`src/rtl/cyc_irq_timer.sv`:
```
module cyc_irq_timer #(
  parameter int CNT_W      = 8,
  parameter int PRE_W      = 10,
  parameter int LINE_UNITS = 341,
  parameter int STEP_UNITS = 3
) (
  input  logic             clk,
  input  logic             rst_n,
  input  logic             active_i,
  input  logic             cpu_tick_i,
  input  logic             wr_en_i,
  input  logic [1:0]       wr_sel_i,
  input  logic [CNT_W-1:0] wr_data_i,
  output logic             irq_o
);
  localparam int NIB = CNT_W / 2;
  localparam logic [CNT_W-1:0] CNT_MAX = '1;
  localparam logic signed [PRE_W-1:0] LINE_V = PRE_W'(LINE_UNITS);
  localparam logic signed [PRE_W-1:0] STEP_V = PRE_W'(STEP_UNITS);

  logic [CNT_W-1:0]        latch_q, cnt_q;
  logic [2:0]              mode_q;
  logic signed [PRE_W-1:0] pre_q, pre_dec;
  logic                    irq_q, run, step;

  assign run     = active_i && cpu_tick_i && !wr_en_i && mode_q[1];
  assign pre_dec = pre_q - STEP_V;
  assign step    = run && (mode_q[2] || pre_dec[PRE_W-1] || pre_dec == '0);
  assign irq_o   = irq_q;

  always_ff @(posedge clk) begin
    if (!rst_n) begin
      latch_q <= '0;
      cnt_q   <= '0;
      mode_q  <= '0;
      pre_q   <= '0;
      irq_q   <= 1'b0;
    end else if (wr_en_i) begin
      case (wr_sel_i)
        2'd0: latch_q[NIB-1:0]     <= wr_data_i[NIB-1:0];
        2'd1: latch_q[CNT_W-1:NIB] <= wr_data_i[NIB-1:0];
        2'd2: begin
          mode_q <= wr_data_i[2:0];
          irq_q  <= 1'b0;
          if (wr_data_i[1]) begin
            cnt_q <= latch_q;
            pre_q <= LINE_V;
          end
        end
        default: begin
          mode_q[1] <= mode_q[0];
          irq_q     <= 1'b0;
        end
      endcase
    end else if (run) begin
      if (!mode_q[2]) pre_q <= step ? pre_dec + LINE_V : pre_dec;
      if (step) begin
        if (cnt_q == CNT_MAX) begin
          cnt_q <= latch_q;
          irq_q <= 1'b1;
        end else begin
          cnt_q <= cnt_q + 1'b1;
        end
      end
    end
  end
endmodule

```
`config.mk`:
```
export PLATFORM = sky130hd
export DESIGN_NAME = cyc_irq_timer
export DESIGN_NICKNAME = d
export VERILOG_FILES = /design/src/rtl/cyc_irq_timer.sv
export SDC_FILE = /design/constraint.sdc
export NUM_CORES = 1
export LEC_CHECK = 0
export ABC_CLOCK_PERIOD_IN_PS = 3970
export BUFFER_PORTS_ARGS = -buffer_cell sky130_fd_sc_hd__buf_2
export CORE_MARGIN = 3
export CORE_UTILIZATION = 35
export CTS_CLUSTER_SIZE = 16
export DETAILED_ROUTE_END_ITERATION = 12
export PLACE_DENSITY_LB_ADDON = 0.3
export REMOVE_ABC_BUFFERS = 1
export SYNTH_ARGS = -nofsm -noshare
export SYNTH_HDL_FRONTEND = slang
export SYNTH_SLANG_ARGS = --single-unit
```
`constraint.sdc`:
```
create_clock -name clk -period 3.97 [get_ports clk]
set_clock_uncertainty 0.1 [all_clocks]
set_input_delay 0.5955 -clock clk [delete_from_list [all_inputs] [get_ports clk]]
set_output_delay 0.5955 -clock clk [all_outputs]
set_load 0.05 [all_outputs]
```
== Word level (Yosys, flattened, before mapping) ==
Cells that the tools add are included.
Storage, ports and cells
  input bits: 15
  output and inout bits: 1
  bits in registers: 30
  logic and storage cells: 56
Cells by class
  $add $sub $neg: 3
  equality and inequality tests: 7
  mux-type cells: 18
  bitwise logic cells: 1
  reductions and logical operators: 20
Operators by type and width (number)
  10-bit two-way mux: 6
  8-bit two-way mux: 6
  4-bit AND reduction: 3
  10-bit adder (second input constant): 1
  10-bit zero test: 1
  10-bit by 3-bit subtractor with 10-bit output (second input constant): 1
  8-bit by 1-bit adder with 8-bit output (second input constant): 1
  8-bit == test (second input constant): 1
  2-bit AND reduction: 4
  2-bit nonzero test: 3
  1-bit two-way mux: 5
  1-bit logical AND: 4
  2-bit by 1-bit != test with 1-bit output (second input constant): 2
  2-bit != test (second input constant): 2
  2-bit by 1-bit == test with 1-bit output (second input constant): 1
  2-bit == test (second input constant): 1
  2-bit zero test: 1
  1-bit logical OR: 2
  1-bit case mux with 2 select lines: 1
  2-bit OR reduction: 1
  1-bit zero test: 1
  1-bit NOT: 1

== Depth between registers and ports, before layout ==
  depth in word-level cells: 8
  mapped depth: 13
  mapped depth without buffers: 9

== Worst setup path before layout ==
OpenSTA, ideal clock, no wires.
  kind: register to register
  start point: register pre_q[2]
  end point: register pre_q[7]
  cell stages (with the launch flop): 13
  setup time: 0.070 ns
  required time: 3.800 ns
  path slack: 0.900 ns
  path buffers: 3
  data arrival time: 2.899 ns
  period minus slack after synthesis: 3.070 ns
  cells stage by stage: dfxtp_1 > clkbuf_1 > inv_1 > ha_1 > buf_6 > a2111o_1 > buf_6 > nor3_1 > o311ai_1 > a31o_4 > or3_4 > a211oi_2 > o21bai_1
On the way
  cells in the longest elaborated chain, start to end: 8
Ends and longest elaborated chain
  start: declaration: RTL line 23  | logic signed [PRE_W-1:0] pre_q, pre_dec;
  start signal: assignment: RTL line 56  | if (!mode_q[2]) pre_q <= step ? pre_dec + LINE_V : pre_dec;
  10-bit by 3-bit subtractor with 10-bit output (*): RTL line 27  | assign pre_dec = pre_q - STEP_V;
  parallel branches: the longest is 3 deep, another holds 10-bit adder
  10-bit two-way mux (*) (2 in a row): RTL line 56
  10-bit two-way mux (*): RTL line 55  | end else if (run) begin
  10-bit two-way mux (*): RTL line 38  | end else if (wr_en_i) begin
Every way passes the cells marked *. The select of a mux whose other input is x is not followed.
A chain may end at the register's enable or synchronous reset.

== Worst setup path in the final report ==
  start point: register pre_q[2]
  end point: register cnt_q[0]
On the way
  cells in the longest elaborated chain, start to end: 6
Ends and longest elaborated chain
  10-bit by 3-bit subtractor with 10-bit output (*): RTL line 27
  10-bit zero test or 1-bit logical OR (tied branches): RTL line 28  | assign step = run && (mode_q[2] || pre_dec[PRE_W-1] || pre_dec == '0);
  1-bit logical OR (*): RTL line 28
  1-bit logical AND (*): RTL line 28
  2-bit nonzero test (no line) (*)
  4-bit AND reduction (no line) (*)
  end signal: assignment: RTL line 46  | cnt_q <= latch_q;
  end signal: assignment: RTL line 59  | cnt_q <= latch_q;
  end signal: assignment: RTL line 62  | cnt_q <= cnt_q + 1'b1;
  end: declaration: RTL line 21  | logic [CNT_W-1:0] latch_q, cnt_q;
Mark *: on every way between the ends. The rest lies on a longest branch, timed or not.

==> results.sh <==
export IMPL_clockRootBuffer="clkbuf_8"
export IMPL_ant_nets=0
export IMPL_hold_violations=0
export IMPL_layout_setup_ws_ps=658.1
export IMPL_clk_pin_slew_ps=70
export IMPL_switching_power_uw=176.1
export IMPL_cts_setup_buffers=0
export IMPL_drc=0
export IMPL_ir_worst_vdd_uv=200.7
export IMPL_async_flop_share=0
export IMPL_cp_end_kind="flip-flop"
export IMPL_ys_seq_elements=30
export IMPL_clk_latency_ps=280
export IMPL_finalPower_uw=717.5
export IMPL_cts_resized=0
export IMPL_layout_drive_gt1_share=0.1167
export IMPL_n_antenna_cell=0
export IMPL_yosysUniqueCellTypes=51
export IMPL_wire_per_inst_um=14.14
export IMPL_cts_buffers_inserted=5
export IMPL_post_dp_hpwl_mm=3.247
export IMPL_wl_met1_mm=2.271
export IMPL_path_max_fanout=15
export IMPL_io_buffers=11
export IMPL_ys_warn_count=0
export IMPL_ios=16
export IMPL_initial_core_util=0.3723
export IMPL_synth_edf_count=0
export IMPL_cts_buffer_depth=2
export IMPL_crit_path_start_kind="flip-flop"
export IMPL_via_count=1794
export IMPL_seq_power_share=0.442
export IMPL_whs_ps=379.8
export IMPL_drtPass1Iterations=5
export IMPL_yosysSeqAreaShare=0.3061
export IMPL_dp_slack_ps=702.2
export IMPL_drt_iter0_drc=95
export IMPL_hold_class="reg -> reg"
export IMPL_grt_overflow_total=0
export IMPL_cts_sinks=30
export IMPL_regArea_um2=600.6
export IMPL_grt_max_degree=24
export IMPL_htree_levels=2
export IMPL_setup_viol=0
export IMPL_die_width_um=80.87
export IMPL_power_leakage_nw=0.8259
export IMPL_place_congestion=0.8256
export IMPL_fin_crit_sh=0.8342
export IMPL_status="completed"
export IMPL_worst_pin_slew_ps=756.8
export IMPL_topRoutingLayerUsed="met4"
export IMPL_grt_pass1_wl_mm=8.052
export IMPL_nFillCells=575
export IMPL_die_area_um2=6540
export IMPL_drv_cap=0
export IMPL_fin_nets=276
export IMPL_synth_avg_cell_area_um2=7.785
export IMPL_slew_headroom=0.4875
export IMPL_crit_type="reg -> reg"
export IMPL_netlist_instances=252
export IMPL_avgViaCountPerCell=5.486
export IMPL_internal_power_uw=541.5
export IMPL_combinationalPowerShare=0.115
export IMPL_antenna_found_initial=0
export IMPL_rsz0062_at_grt="false"
export IMPL_fp_dieH_um=80.87
export IMPL_routed_wirelength_mm=4.624
export IMPL_hold_buffers=0
export IMPL_min_period_ps=3312
export IMPL_cts_tree="built"
export IMPL_synth_area_um2=1962
export IMPL_placementRows=26
export IMPL_drv_slew=0
export IMPL_required_ps=4050
export IMPL_multi_input_area_um2=1250
export IMPL_coreArea_um2=5270
export IMPL_fmax_ghz=0.3019
export IMPL_track_usage=0.1558
export IMPL_fin_tns_setup_ps=0
export IMPL_synthToLayoutAreaGrowth_pct=10.01
export IMPL_critPathArrivalTime_ps=3390
export IMPL_synthFlopType="dfxtp_1"
export IMPL_p_sw_frac=0.2454
export IMPL_p_clk_frac=0.443
export IMPL_power_per_cell_area_nw_per_um2=332.4
export IMPL_grt_pass1_vias=1718
export IMPL_routed_wl_met2_mm=2.104
export IMPL_dr_wl_met3_um=180
[path summary, 6_finish.rpt]
check | startpoint | to | slack [ps] | depth (start not counted)
worst max-delay path | pre_q[2] | cnt_q[0] | 660 | 8
worst max register to register | pre_q[2] | cnt_q[0] | 660 | 8
worst min-delay path | mode_q[0] | mode_q[0] | 380 | 2
worst min register to register | mode_q[0] | mode_q[0] | 380 | 2
[cell usage after synthesis (2+ instances only)]
cell       n  area (um2)
nor2_1    32       120.1
dfxtp_1   30       600.6
a21oi_1   24       120.1
o21ai_0   20       100.1
nand2_1   18       67.56
clkbuf_1  11       41.29
mux2i_1   11       110.1
nor3_1    11       55.05
inv_1     10       37.54
xnor2_1    9       78.83
a311oi_1   5       43.79
nand3_1    5       25.02
nor3b_1    5       37.54
xor2_1     5       43.79
a31oi_1    4       25.02
ha_1       4       50.05
and3_1     3       18.77
or2_2      3       18.77
a211oi_1   2       15.01
a21o_1     2       15.01
a22oi_1    2       15.01
a32o_1     2       20.02
buf_6      2       22.52
o211ai_1   2       15.01
o21a_1     2       15.01
o22ai_1    2       12.51
or3_1      2       12.51
[per-layer routing]
layer | track usage | vias to the layer above
met4 | 0.04561 | 0
met2 | 0.2455 | 31
met1 | 0.2115 | 836
met3 | 0.03659 | 8
met5 | 0 | -
li1 | - | 919
[layout make-up]
| cell class | instances | area share |
|---|---|---|
| tap | 70 | 0.04058 |
| inverter | 10 | 0.01739 |
| multi-input combinational | 197 | 0.5791 |
| clock inverter | 1 | 0.01391 |
| timing repair buffer | 13 | 0.03246 |
| sequential | 30 | 0.2783 |
| clock buffer | 6 | 0.03826 |
[through the flow]
stage          std cells    util  cell area [um2]
3_5_place_dp         320  0.3882             2046
5_1_grt              327  0.4095             2158
2_1_floorplan        237       -             1888
3_3_place_gp         320  0.3882             2046
6_report             327  0.4095             2158
4_1_cts              327  0.4095             2158
[power by group through the flow]
stage	registers, mW	clock network (mW)	logic, mW
4_1_cts	0.317	0.325	0.0823
5_1_grt	0.318	0.339	0.0927
2_1_floorplan	0.321	0	0.0589
3_5_place_dp	0.323	0	0.0821
3_3_place_gp	0.324	0	0.0807
6_report	0.317	0.318	0.0824
[worst max-delay path, cell delays in order (launching register included)]
cell,delay (ps)
dfxtp_1,450
inv_1,130
ha_1,300
a2111o_1,440
nor3_1,80
o311ai_1,690
a32o_1,640
a21oi_1,80
o221a_2,280
[sequential cells by signal (all words and copies together), names as in the netlist]
signal	count
irq_o	1
cnt_q	8
latch_q	8
pre_q	10
mode_q	3
[cell usage in the layout (no fill, tap or decap), types with 2 or more instances in the layout]
| master | n |
|---|---|
| o22ai_1 | 2 |
| clkbuf_8 | 6 |
| a21o_1 | 2 |
| xor2_1 | 5 |
| buf_4 | 2 |
| nand2_1 | 18 |
| a31oi_1 | 4 |
| xnor2_1 | 9 |
| a22oi_1 | 2 |
| and3_1 | 3 |
| a21oi_1 | 24 |
| inv_1 | 10 |
| or2_2 | 3 |
| nand3_1 | 5 |
| o21a_1 | 2 |
| ha_1 | 4 |
| a211oi_1 | 2 |
| dfxtp_1 | 30 |
| nor3b_1 | 5 |
| a32o_1 | 2 |
| o211ai_1 | 2 |
| nor3_1 | 11 |
| or3_1 | 2 |
| o21ai_0 | 20 |
| buf_2 | 11 |
| a311oi_1 | 5 |
| nor2_1 | 32 |
| mux2i_1 | 11 |
[logic make-up (layout without fill, tap and decap cells)]
logic type | after synthesis | after routing | share of synthesized area
AND/OR/NAND/NOR | 87 | 87 | 0.2168
AO/OA/AOI/OAI | 80 | 80 | 0.2679
flip-flops | 30 | 30 | 0.3061
buffers and inverters | 25 | 30 | 0.05676
XOR/XNOR | 15 | 15 | 0.07079
multiplexers | 11 | 11 | 0.05612
adder cells (fa/ha/maj) | 4 | 4 | 0.02551
Note: power is estimated with default switching activity, not from simulation.
